<file path="src/rtl/pwm_clamp_pkg.sv">
package pwm_clamp_pkg;

  // Smallest permitted pulse width in cycles: ceil(period/100), at least 1.
  function automatic int unsigned lo_limit(input int unsigned period);
    int unsigned v;
    v = (period + 99) / 100;
    if (v < 1) v = 1;
    return v;
  endfunction

  // Largest permitted pulse width in cycles: floor(99*period/100), at most period-1.
  function automatic int unsigned hi_limit(input int unsigned period);
    int unsigned v;
    v = (99 * period) / 100;
    if (v > period - 1) v = period - 1;
    return v;
  endfunction

endpackage

</file>
<file path="src/rtl/pwm_frame_counter.sv">
module pwm_frame_counter #(
  parameter int unsigned PERIOD = 100,
  localparam int unsigned CNT_W = $clog2(PERIOD)
) (
  input  logic             clk,
  input  logic             rst,
  output logic [CNT_W-1:0] cnt,
  output logic             frame_load
);

  localparam logic [CNT_W-1:0] LAST = CNT_W'(PERIOD - 1);

  logic [CNT_W-1:0] cnt_q;

  always_ff @(posedge clk) begin
    if (rst)                cnt_q <= '0;
    else if (cnt_q == LAST) cnt_q <= '0;
    else                    cnt_q <= cnt_q + 1'b1;
  end

  assign cnt        = cnt_q;
  assign frame_load = (cnt_q == '0);

  // counter stays inside the frame and wraps back to zero
  p_cnt_range_r6: assert property (@(posedge clk) disable iff (rst)
    cnt_q <= LAST);
  p_cnt_wrap_r6: assert property (@(posedge clk) disable iff (rst)
    (cnt_q == LAST) |=> (cnt_q == '0));

endmodule

</file>
<file path="src/rtl/pwm_duty_scaler.sv">
module pwm_duty_scaler
  import pwm_clamp_pkg::*;
#(
  parameter int unsigned PERIOD = 100,
  parameter int unsigned CMD_W  = 8,
  localparam int unsigned CNT_W  = $clog2(PERIOD),
  localparam int unsigned PROD_W = CMD_W + CNT_W + 1
) (
  input  logic [CMD_W-1:0] cmd,
  output logic [CNT_W-1:0] width
);

  localparam int unsigned FULL = (1 << CMD_W) - 1;
  localparam int unsigned LO_W = lo_limit(PERIOD);
  localparam int unsigned HI_W = hi_limit(PERIOD);

  logic [PROD_W-1:0] prod;
  logic [PROD_W-1:0] raw;

  always_comb begin
    prod = PROD_W'(cmd) * PROD_W'(PERIOD);
    raw  = prod / PROD_W'(FULL);
    if (raw < PROD_W'(LO_W))      width = CNT_W'(LO_W);
    else if (raw > PROD_W'(HI_W)) width = CNT_W'(HI_W);
    else                          width = CNT_W'(raw);
  end

endmodule

</file>
<file path="src/rtl/pwm_output_stage.sv">
module pwm_output_stage
  import pwm_clamp_pkg::*;
#(
  parameter int unsigned PERIOD = 100,
  localparam int unsigned CNT_W = $clog2(PERIOD)
) (
  input  logic             clk,
  input  logic             rst,
  input  logic             frame_load,
  input  logic [CNT_W-1:0] cnt,
  input  logic [CNT_W-1:0] width_in,
  output logic             pwm,
  output logic             strobe
);

  localparam int unsigned LO_W = lo_limit(PERIOD);
  localparam int unsigned HI_W = hi_limit(PERIOD);

  logic [CNT_W-1:0] width_q;

  always_ff @(posedge clk) begin
    if (rst) begin
      width_q <= CNT_W'(LO_W);
      pwm     <= 1'b0;
      strobe  <= 1'b0;
    end else if (frame_load) begin
      width_q <= width_in;
      pwm     <= 1'b1;
      strobe  <= 1'b1;
    end else begin
      pwm     <= (cnt < width_q);
      strobe  <= 1'b0;
    end
  end

  // held width never leaves the clamp window
  p_width_window_r4: assert property (@(posedge clk) disable iff (rst)
    (width_q >= CNT_W'(LO_W)) && (width_q <= CNT_W'(HI_W)));
  // held width only moves on a frame load
  p_width_hold_r1: assert property (@(posedge clk) disable iff (rst)
    !frame_load |=> $stable(width_q));
  // strobe always coincides with a high output
  p_strobe_high_r2: assert property (@(posedge clk) disable iff (rst)
    strobe |-> pwm);

endmodule

</file>
<file path="src/rtl/pwm_clamp_gen.sv">
module pwm_clamp_gen #(
  parameter int unsigned PERIOD = 100,
  parameter int unsigned CMD_W  = 8,
  localparam int unsigned CNT_W = $clog2(PERIOD)
) (
  input  logic             clk,
  input  logic             rst,
  input  logic [CMD_W-1:0] duty_cmd,
  output logic             pwm_out,
  output logic             frame_start
);

  logic [CNT_W-1:0] cnt;
  logic             frame_load;
  logic [CNT_W-1:0] width;

  pwm_frame_counter #(.PERIOD(PERIOD)) u_cnt (
    .clk(clk), .rst(rst), .cnt(cnt), .frame_load(frame_load)
  );

  pwm_duty_scaler #(.PERIOD(PERIOD), .CMD_W(CMD_W)) u_scale (
    .cmd(duty_cmd), .width(width)
  );

  pwm_output_stage #(.PERIOD(PERIOD)) u_out (
    .clk(clk), .rst(rst), .frame_load(frame_load), .cnt(cnt),
    .width_in(width), .pwm(pwm_out), .strobe(frame_start)
  );

  // output is low in the closing cycle of every frame
  p_low_at_close_r5: assert property (@(posedge clk) disable iff (rst)
    frame_load |-> !pwm_out);
  // reset clears both outputs on the following cycle
  p_reset_clear_r7: assert property (@(posedge clk)
    rst |=> (!pwm_out && !frame_start));

endmodule

</file>
<file path="config.mk">
export PLATFORM = sky130hd
export DESIGN_NAME = pwm_clamp_gen
export DESIGN_NICKNAME = d
export VERILOG_FILES = /design/src/rtl/pwm_clamp_pkg.sv /design/src/rtl/pwm_frame_counter.sv /design/src/rtl/pwm_duty_scaler.sv /design/src/rtl/pwm_output_stage.sv /design/src/rtl/pwm_clamp_gen.sv
export SDC_FILE = /design/constraint.sdc
export NUM_CORES = 1
export LEC_CHECK = 0
export BUFFER_PORTS_ARGS = -buffer_cell sky130_fd_sc_hd__buf_2
export CAP_MARGIN = 25
export CORE_ASPECT_RATIO = 1.5
export CORE_UTILIZATION = 30
export CTS_CLUSTER_SIZE = 24
export DETAILED_ROUTE_END_ITERATION = 12
export GPL_ROUTABILITY_DRIVEN = 0
export PLACE_DENSITY = 0.55
export SLEW_MARGIN = 20
export SYNTH_ARGS = -nofsm -noshare
export SYNTH_HDL_FRONTEND = slang
export SYNTH_HIERARCHICAL = 1
export SYNTH_SLANG_ARGS = --single-unit
</file>
<file path="constraint.sdc">
create_clock -name clk -period 15.3 [get_ports clk]
set_input_delay 3.06 -clock clk [delete_from_list [all_inputs] [get_ports clk]]
set_output_delay 3.06 -clock clk [all_outputs]
set_load 0.01 [all_outputs]
</file>
==> results of run 1 <==
## layout make-up
cell class	count	area share (%)
sequential	16	7.45
inverter	29	2.53
timing repair buffer	12	1.46
multi-input combinational	481	81.9
clock buffer	4	2.07
tap	159	4.63
## worst max-delay path by stage
stage / slack [ns] / to / cells after the start / startpoint
6_report: 3.19 / u_out/width_q[0] / 33 / duty_cmd[2]
5_1_grt: 2.44 / u_out/width_q[0] / 33 / duty_cmd[2]
4_1_cts: 3.40 / u_out/width_q[0] / 33 / duty_cmd[2]
3_5_place_dp: 3.21 / u_out/width_q[0] / 33 / duty_cmd[2]
3_3_place_gp: 3.34 / u_out/width_q[0] / 33 / duty_cmd[2]
2_1_floorplan: 4.68 / u_out/width_q[0] / 33 / duty_cmd[2]
## cells by family after synthesis
logic type	count (synthesis)
mux	9
flops	16
fa+ha+maj	45
simple gates	234
xor+xnor	20
compound gates	173
buf+inv	51
## layer usage
layer  up-vias  part of all wire, %  track usage (%)
li1       2077                    -                -
met1      2069                   37             19.2
met2       173                   54             37.8
met3        53                  3.4             1.16
met4         0                  5.8             11.1
met5         -                    0                0
## power by group
group | total (mW) | leakage [nW] | internal (mW) | switching (mW)
clock network | 0.0556 | 0.0442 | 0.0397 | 0.0159
logic | 0.539 | 1.48 | 0.187 | 0.351
registers | 0.0526 | 0.132 | 0.0488 | 0.00388
## sequential cells by signal (all words and copies together) (netlist names)
| register | cells |
|---|---|
| u_out/strobe | 1 |
| u_out/width_q | 7 |
| u_cnt/cnt | 7 |
| u_out/pwm | 1 |
## through the flow
| stage | setup slack [ns] | util, % | cell area, um2 |
|---|---|---|---|
| after detailed placement | 3.21 | 32.2 | 4210 |
| after floorplan | 4.68 | - | 4060 |
| after CTS | 3.40 | 32.8 | 4300 |
| after global routing | 2.44 | 32.8 | 4300 |
| after global placement | 3.34 | 32.2 | 4210 |
| final | 3.19 | 32.8 | 4300 |
## worst min-delay path, stage by stage (launching register included)
cell     delay (ns)
dfxtp_1        0.32
mux2i_1        0.07
nor2_1         0.07
## cells in the mapped netlist, types with 4 or more instances
master / number
dfxtp_1: 16
a21oi_1: 32
xor2_1: 9
nor2b_1: 5
a211o_1: 5
a31oi_1: 11
a21boi_0: 6
o31a_1: 9
o211a_1: 4
nand2b_1: 10
nand3_1: 26
or3_1: 8
o31ai_1: 7
nand4_1: 8
nor4_1: 11
a21o_1: 8
mux2i_1: 9
ha_1: 42
buf_2: 7
xnor2_1: 11
o21ai_0: 18
o22ai_1: 4
a211oi_2: 4
and2_1: 6
nand2_1: 38
inv_1: 28
clkbuf_1: 9
a31o_2: 5
nor2_1: 62
a211oi_1: 5
nor3_1: 21
or2_2: 7
and3_1: 4
## layout by cell type, fill, tap and decap left out, types with 5 or more instances in the layout
| cell type | n |
|---|---|
| or2_2 | 7 |
| ha_1 | 42 |
| a21o_1 | 8 |
| a31o_2 | 5 |
| nor2b_1 | 5 |
| a211o_1 | 5 |
| mux2i_1 | 9 |
| o31ai_1 | 7 |
| a21boi_0 | 6 |
| nand3_1 | 26 |
| o21ai_0 | 18 |
| a31oi_1 | 11 |
| xnor2_1 | 11 |
| nor4_1 | 11 |
| nand2_1 | 38 |
| a21oi_1 | 32 |
| o31a_1 | 9 |
| nor3_1 | 21 |
| buf_2 | 11 |
| a211oi_1 | 5 |
| nor2_1 | 62 |
| nand4_1 | 8 |
| and2_1 | 6 |
| xor2_1 | 9 |
| nand2b_1 | 10 |
| or3_1 | 8 |
| inv_1 | 28 |
| dfxtp_1 | 16 |
==> out/results.txt, run 1 <==
Synthesized area per cell = 7.41 um2
Die Ht = 145 um
CTS Sinks = 16
Crit Path Class = input port to register
RSZ-0062 raised after global routing = false
Final std cells w/o fill = 701
TNS Setup = 0 ns
Starting density of the core = 31.0%
Reg-to-Reg Start = u_cnt/cnt[3]
Post-synthesis mux area share = 2.22%
Post-Syn Nets = 603
Grt ovf = 0
DRC viols = 0
Top delay family on crit path = compound AO/OA/AOI/OAI gates
FF/Latch Area = 320 um2
Maximum clock insertion buffer count = 2
DPL Wire Length = 10700 um
Initial antenna violation count = 0
Crit path buffers/inverters = 3
# port buffers = 11
Final hold slack = 0.492 ns
Post-synth top area cell = ha_1
FF-to-FF End = u_out/width_q[4]
Critical Path RT = 15.43 ns
Post-Synthesis Cells = 548
Multi-input gate area = 3520 um2
Largest family of logic cells by synthesized area = compound AO/OA/AOI/OAI gates
Synth Area in Simple Gates = 31.1%
Placed cell count = 697
Hold Violations, Final = 0
Drt pass-1 iters = 8
Clock Latency Late Sink = 0.24 ns
Resized Gates After CTS = 0
All-Layer GR Usage = 18.9%
Final ANT Viol Nets = 0
ANT cells = 0
Slew @ Worst Pin = 0.956 ns
Fmax = 0.0826 GHz
Number of buffers created by CTS = 3
Die area = 14000 um2
Total power = 647 uW
Final Cycle Share = 79.1%
Max VDD drop = 0.0666 mV
Clock transition at path regs = 0.05 ns
Unique masters post-synth = 95
Cell row count = 51
Max Cap Violations = 0
Largest net degree at the start of global routing = 21
EDFF count, synth = 0
CTS tree = built
Post-CTS setup buffers = 0
Setup violations, final = 0
Drt total wl = 13200 um
Slew headroom = 36.0%
Area share of the largest cell type after synthesis = 12.9%
Avg WL per Cell = 18.8 um
YS warnings = 6
Status = completed
Fraction of the mapped netlist area in adder cells = 14.4%
Die W = 97 um
Ranking of synthesized cells by area = ha_1 13%, dfxtp_1 7.9%, nor2_1 5.7%
Share of cells above drive strength 1 = 12.5%
Post-Syn Area = 4060 um2
Area added between synthesis and finish = 5.79%
Hold Path Origin = u_out/width_q[3]
Nets@finish = 598
Max Clock Skew = 0.00354 ns
Prevailing post-synth register cell = dfxtp_1
Vias = 4372
Htree depth = 1
Worst hold stages = 2
Complex-gate fraction of the synthesized area = 34.5%
CP endpoint kind = register
CP Max Fanout = 20
Final min period = 12.11 ns
Worst path slowest cell = o2bb2ai_1
WP data arrival = 12.24 ns
Global-route wire length before repair = 21600 um
Core Footprint = 13100 um2
R2R setup slack = 13.25 ns
CP dominant cell by count = ha_1
Hold buffers post-CTS = 0
Vias in the first global route = 4360
Hold Crit Class = register to register
Post-Synth XOR/XNOR Area = 4.31%
Hold endpoint = u_out/width_q[3]
Part of the Yosys area used for sequential elements = 7.89%
Vias/cell = 6.24
IO Count = 12
Filler Cell Count = 1396
Startpoint types = input port
Worst path max stage delay = 0.56 ns
Max Transition Viols Final = 0
Root buffer cell = clkbuf_16
Lkg Pwr = 1.66 nW
Worst reg2reg path depth = 5
Power per cell area = 151 nW/um2
Flops & latches, synth = 16
DRT iter0 DRCs = 293
Async S/R FF share, synth = 0%
Note: power is estimated with default switching activity, not from simulation.
==> run 2: changes to the inputs <==
--- a/config.mk
+++ b/config.mk
@@ -5,6 +5,7 @@
 export SDC_FILE = /design/constraint.sdc
 export NUM_CORES = 1
 export LEC_CHECK = 0
+export ABC_AREA = 1
 export BUFFER_PORTS_ARGS = -buffer_cell sky130_fd_sc_hd__buf_2
 export CAP_MARGIN = 25
 export CORE_ASPECT_RATIO = 1.5
@@ -12,7 +13,7 @@
 export CTS_CLUSTER_SIZE = 24
 export DETAILED_ROUTE_END_ITERATION = 12
 export GPL_ROUTABILITY_DRIVEN = 0
-export PLACE_DENSITY = 0.55
+export PLACE_DENSITY = 0.57
 export SLEW_MARGIN = 20
 export SYNTH_ARGS = -nofsm -noshare
 export SYNTH_HDL_FRONTEND = slang
==> constraint.sdc (replaced) <==
create_clock -name clk -period 10.5 [get_ports clk]
set_input_delay 2.1 -clock clk [delete_from_list [all_inputs] [get_ports clk]]
set_output_delay 2.1 -clock clk [all_outputs]
set_load 0.01 [all_outputs]
==> run 2 against run 1 <==
Area after synthesis decreased by 0.25%; setup slack worse by 2.2 ns; flip-flop and latch count unchanged; combinational power increased by 81%; hold slack worse by 0.036 ns; total power grew 73%; clock skew down 0.0019 ns; clock power is 30% higher; critical path depth up 21; utilization up 0.32 points; largest power group unchanged.
==> out/results.txt, run 2 <==
Die W = 96.9 um
Prevailing post-synth register cell = dfxtp_1
Vias/cell = 4.73
TNS Setup = 0 ns
Initial antenna violation count = 0
Hold Path Origin = u_out/width_q[5]
Complex-gate fraction of the synthesized area = 8.40%
Area share of the largest cell type after synthesis = 19.1%
Unique masters post-synth = 43
Final min period = 9.54 ns
Synthesized area per cell = 5.70 um2
# port buffers = 11
Combinational power share = 86.9%
IO Count = 12
Root buffer cell = clkbuf_16
Fmax = 0.105 GHz
Commonest non-fill, non-tap cell in the layout = nand2_1
Worst path max stage delay = 0.43 ns
Largest family of logic cells by synthesized area = simple AND/OR/NAND/NOR gates
RSZ-0062 raised after global routing = false
Part of the Yosys area used for sequential elements = 7.91%
Number of buffers created by CTS = 3
Die Ht = 144 um
Max VDD drop = 0.108 mV
Global-route wire length before repair = 17300 um
Final instance area = 4340 um2
Cell row count = 51
Post-synth top area cell = nand2_1
ANT cells = 0
Final std cells w/o fill = 879
DRT iter0 DRCs = 151
Post-Syn Area = 4050 um2
CTS tree = built
Async S/R FF share, synth = 0%
Grt ovf = 0
Vias = 4156
Setup violations, final = 0
Fraction of the mapped netlist area in adder cells = 14.5%
EDFF count, synth = 0
Worst path slowest cell = o21ai_2
Status = completed
Ranking of synthesized cells by area = nand2_1 19%, ha_1 13%, inv_1 10%
Lkg Pwr = 2.45 nW
Max Cap Violations = 0
Met2 Track Usage GR = 31.9%
All-Layer GR Usage = 14.6%
R2R setup slack = 8.83 ns
FF-to-FF End = u_out/width_q[3]
CP dominant cell by count = nand2_1
Internal cell power = 432 uW
WP data arrival = 9.67 ns
Die area = 14000 um2
CTS Sinks = 16
Vias in the first global route = 4036
Drt pass-1 iters = 4
Placed cell count = 876
Flops & latches, synth = 16
Hold Crit Class = register to register
Final hold slack = 0.455 ns
Clock Latency Late Sink = 0.24 ns
Crit Path Class = input port to register
Count leader, synth = nand2_1
Post-Synthesis Cells = 711
YS warnings = 6
Most frequent cells in the layout = 206 x nand2_1, 112 x inv_1, 73 x nand3_1
Critical Path RT = 10.63 ns
Synth top cells by count = 206 x nand2_1, 112 x inv_1, 73 x nand3_1
Share of cells above drive strength 1 = 15.8%
Post-synthesis mux area share = 0%
GR Layer Usage met3 = 0.773%
Dpl cell area = 4260 um2
Area added between synthesis and finish = 7.07%
Nets@finish = 777
Slew headroom = 62.7%
Clock network fraction of total power = 6.4%
Power per cell area = 259 nW/um2
Switching Share = 61.4%
DPL Wire Length = 8800 um
Reg-to-Reg Start = u_cnt/cnt[3]
Largest net degree at the start of global routing = 15
Starting density of the core = 31.0%
Avg WL per Cell = 11.4 um
Core Footprint = 13100 um2
Final Cycle Share = 90.9%
CP endpoint kind = register
Htree depth = 1
CP Max Fanout = 11
Hold Violations, Final = 0
Final ANT Viol Nets = 0
Max Transition Viols Final = 0
Worst hold stages = 2
Max Clock Skew = 0.00164 ns
Worst reg2reg path depth = 6
Startpoint types = input port
GRT Max-Usage Layer = met2
Hold endpoint = u_out/width_q[5]
GRT met1 Usage = 14.2%
Post-Synth XOR/XNOR Area = 3.03%
Post-Syn Nets = 766
Drt total wl = 10000 um
Clock transition at path regs = 0.05 ns
Synth Area in Simple Gates = 52.9%
Maximum clock insertion buffer count = 2
Slew @ Worst Pin = 0.557 ns
Share of power burned in registers = 6.7%
Switching power = 689 uW
DRC viols = 0
-- run 2: changes by cell type after synthesis, sizes merged, moves of 11 or more --
cell | before | now
a31oi | 12 | 1
a21oi | 33 | 22
nor4 | 13 | 1
nand3 | 26 | 81
nor2 | 63 | 92
inv | 29 | 130
nor3 | 24 | 6
nand2 | 38 | 244
-- run 2: worst max-delay path by stage --
stage               cells after the start  slack [ns]        start               end
floorplan                              51        2.20  duty_cmd[3]  u_out/width_q[0]
global placement                       53        0.72  duty_cmd[1]  u_out/width_q[0]
detailed placement                     52        0.61  duty_cmd[1]  u_out/width_q[0]
CTS                                    53        0.86  duty_cmd[1]  u_out/width_q[0]
global route                           58        0.01  duty_cmd[1]  u_out/width_q[0]
finish                                 54        0.96  duty_cmd[1]  u_out/width_q[0]
-- run 2: cell type report --
type / count / area (um2)
Fill cell: 1493 / 8740
Multi-Input combinational cell: 559 / 3200
Inverter: 131 / 492
Sequential cell: 16 / 320
Tap cell: 159 / 199
Clock buffer: 3 / 75.1
Timing Repair Buffer: 11 / 55.1
-- run 2: cell families after synthesis --
kind of cell / count (synthesis)
adder cells (fa/ha/maj): 45
AO/OA/AOI/OAI: 55
flip-flops: 16
AND/OR/NAND/NOR: 445
XOR/XNOR: 14
buffers and inverters: 136
-- run 2: per-layer routing --
| layer | up-vias | part of all wire, % |
|---|---|---|
| li1 | 2249 | - |
| met1 | 1837 | 39 |
| met2 | 46 | 57 |
| met3 | 24 | 1.2 |
| met4 | 0 | 2.6 |
| met5 | - | 0 |
-- run 2: critical path, delay by kind of cell --
family                     cells  cell delay (ns)
AOI/OAI and AO/OA              4             1.02
buffers and inverters          8             0.75
and+or+nand+nor               36             4.09
adders and majority gates      5             1.54
xor gates and xnor gates       1             0.13
-- run 2: power groups by stage --
stage	sequential, mW	combinational (mW)	clock [mW]
5_1_grt	0.0764	1.11	0.0770
2_1_floorplan	0.0762	0.796	0
3_3_place_gp	0.0764	0.973	0
6_report	0.0751	0.974	0.0721
3_5_place_dp	0.0766	0.973	0
4_1_cts	0.0754	0.975	0.0742
-- run 2: metrics by stage --
stage / util [%] / power, mW / setup slack, ns
detailed placement: 32.6 / 1.05 / 0.611
global placement: 32.6 / 1.05 / 0.723
finish: 33.2 / 1.12 / 0.957
global route: 33.2 / 1.26 / 0.0106
floorplan: - / 0.872 / 2.20
CTS: 33.1 / 1.12 / 0.859
-- run 2: what timing repair did --
item	in CTS	in global routing
buffers inserted	0	0
resized for setup	0	1
setup endpoints to repair	0	1
hold endpoints to repair	0	0
hold buffers	0	0
==> run 3: changes to the inputs <==
--- a/config.mk
+++ b/config.mk
@@ -8,12 +8,14 @@
 export ABC_AREA = 1
 export BUFFER_PORTS_ARGS = -buffer_cell sky130_fd_sc_hd__buf_2
 export CAP_MARGIN = 25
+export CELL_PAD_IN_SITES_DETAIL_PLACEMENT = 1
+export CELL_PAD_IN_SITES_GLOBAL_PLACEMENT = 1
 export CORE_ASPECT_RATIO = 1.5
 export CORE_UTILIZATION = 30
 export CTS_CLUSTER_SIZE = 24
 export DETAILED_ROUTE_END_ITERATION = 12
 export GPL_ROUTABILITY_DRIVEN = 0
-export PLACE_DENSITY = 0.57
+export PLACE_DENSITY = 0.72
 export SLEW_MARGIN = 20
 export SYNTH_ARGS = -nofsm -noshare
 export SYNTH_HDL_FRONTEND = slang
==> run 3 against run 2 <==
Final cell count is 0.11% higher; utilization increased by 0.13 points; fmax rose by 0.67%; register-to-register slack barely moved; sequential power up 0.9%; clock power is 13% higher; global-route usage is 2.2 points higher; wire length increased by 14%; largest cell class unchanged.
==> out/results.txt, run 3 (synthesis gave the netlist of run 2 again) <==
Status = completed
Die W = 96.9 um
DRT iter0 DRCs = 79
Top delay family on crit path = simple AND/OR/NAND/NOR gates
RSZ-0062 raised after global routing = false
Worst reg2reg path depth = 6
Initial antenna violation count = 0
Placed cell count = 876
Drt pass-1 iters = 4
Worst path max stage delay = 0.40 ns
Number of buffers created by CTS = 3
Combinational power share = 86.3%
Grt ovf = 0
Share of power burned in registers = 6.6%
Final instance area = 4360 um2
Power per cell area = 264 nW/um2
Hold Crit Class = register to register
Die Ht = 144 um
Filler Cell Count = 1788
Worst setup path start = duty_cmd[1]
Drt total wl = 11400 um
TNS Setup = 0 ns
Final min period = 9.48 ns
Cell row count = 51
Share of cells above drive strength 1 = 15.8%
CP Max Fanout = 11
Vias in the first global route = 4489
CTS Sinks = 16
Clock transition at path regs = 0.05 ns
Vias = 4296
WP data arrival = 9.61 ns
Worst path slowest cell = fa_1
Final Cycle Share = 90.3%
Crit path buffers/inverters = 8
Slew headroom = 61.0%
Avg WL per Cell = 13.0 um
Starting density of the core = 31.0%
Dpl cell area = 4260 um2
Htree depth = 1
GRT Max-Usage Layer = met2
Global-route wire length before repair = 19700 um
# port buffers = 11
Core Footprint = 13100 um2
All-Layer GR Usage = 16.8%
Fmax = 0.105 GHz
R2R setup slack = 8.82 ns
Reg-to-Reg Start = u_cnt/cnt[3]
FF-to-FF End = u_out/width_q[3]
Max Transition Viols Final = 0
Final ANT Viol Nets = 0
Max Cap Violations = 0
Critical path depth = 53
Clock network fraction of total power = 7.1%
Switching Share = 61.6%
Post-CTS setup buffers = 0
Commonest non-fill, non-tap cell in the layout = nand2_1
ANT cells = 0
CTS tree = built
Max VDD drop = 0.0895 mV
GR Layer Usage met3 = 0.532%
DPL Wire Length = 10200 um
Final std cells w/o fill = 880
Setup violations, final = 0
Switching power = 707 uW
Largest net degree at the start of global routing = 15
CP endpoint kind = register
CP dominant cell by count = nand2_1
Internal cell power = 441 uW
IO Count = 12
Worst Setup EP = u_out/width_q[0]
Hold Violations, Final = 0
Slew @ Worst Pin = 0.583 ns
Vias/cell = 4.88
Max Clock Skew = 0.00126 ns
Area added between synthesis and finish = 7.50%
Clock Latency Late Sink = 0.24 ns
GRT met1 Usage = 15.7%
Crit Path Class = input port to register
Root buffer cell = clkbuf_16
Startpoint types = input port
Maximum clock insertion buffer count = 2
Critical Path RT = 10.63 ns
Die area = 14000 um2
Lkg Pwr = 2.46 nW
DRC viols = 0
Most frequent cells in the layout = 206 x nand2_1, 112 x inv_1, 73 x nand3_1
Met2 Track Usage GR = 38.0%
Nets@finish = 777
==> run 3: power groups by stage <==
stage	logic, mW	clock network, mW	registers [mW]
floorplan	0.796	0	0.0762
global placement	0.990	0	0.0769
detailed placement	1.00	0	0.0774
CTS	1.01	0.0838	0.0763
global route	1.13	0.0853	0.0769
finish	0.990	0.0817	0.0758
==> run 3: how the worst min path moves through the flow <==
| stage | startpoint | endpoint | slack [ns] | cells past startpoint |
|---|---|---|---|---|
| after floorplan | u_out/width_q[0] | u_out/width_q[0] | 0.43 | 2 |
| after global placement | u_out/width_q[5] | u_out/width_q[5] | 0.45 | 2 |
| after detailed placement | u_out/width_q[5] | u_out/width_q[5] | 0.46 | 2 |
| after CTS | u_out/width_q[6] | u_out/width_q[6] | 0.46 | 2 |
| after global routing | u_out/width_q[6] | u_out/width_q[6] | 0.50 | 2 |
| final | u_out/width_q[6] | u_out/width_q[6] | 0.46 | 2 |
==> run 3: per-layer routing <==
layer,wire length (um),vias to the layer above
met3,50,24
met1,4300,2000
li1,-,2244
met2,6760,28
met4,296,0
met5,0,-
==> run 3: timing repair <==
item,4_1_cts,5_1_grt
resized for setup,0,1
endpoints found under the setup margin,0,1
hold buffers,0,0
==> run 3: per-stage QoR <==
stage | utilization, % | power, mW | hold slack [ns] | setup WS (ns)
2_1_floorplan | - | 0.872 | 0.429 | 2.20
3_3_place_gp | 32.6 | 1.07 | 0.447 | 0.662
5_1_grt | 33.3 | 1.29 | 0.496 | 0.0806
6_report | 33.3 | 1.15 | 0.458 | 1.02
3_5_place_dp | 32.6 | 1.08 | 0.456 | 0.526
4_1_cts | 33.2 | 1.17 | 0.464 | 0.780
==> run 3: worst min-delay path, stage by stage (launching register included) <==
cell and delay (ns):
dfxtp_1 0.29, inv_1 0.06, a21oi_1 0.06
==> run 3: area by class of cell <==
cell class              instances  area [um2]  share of cell area, %
multi-input cells             559        3200                   73.5
repair buffers                 11        55.1                   1.26
flip-flops and latches         16         320                   7.35
clock buffers                   4        88.8                   2.04
well taps                     159         199                   4.57
inverters                     131         492                   11.3
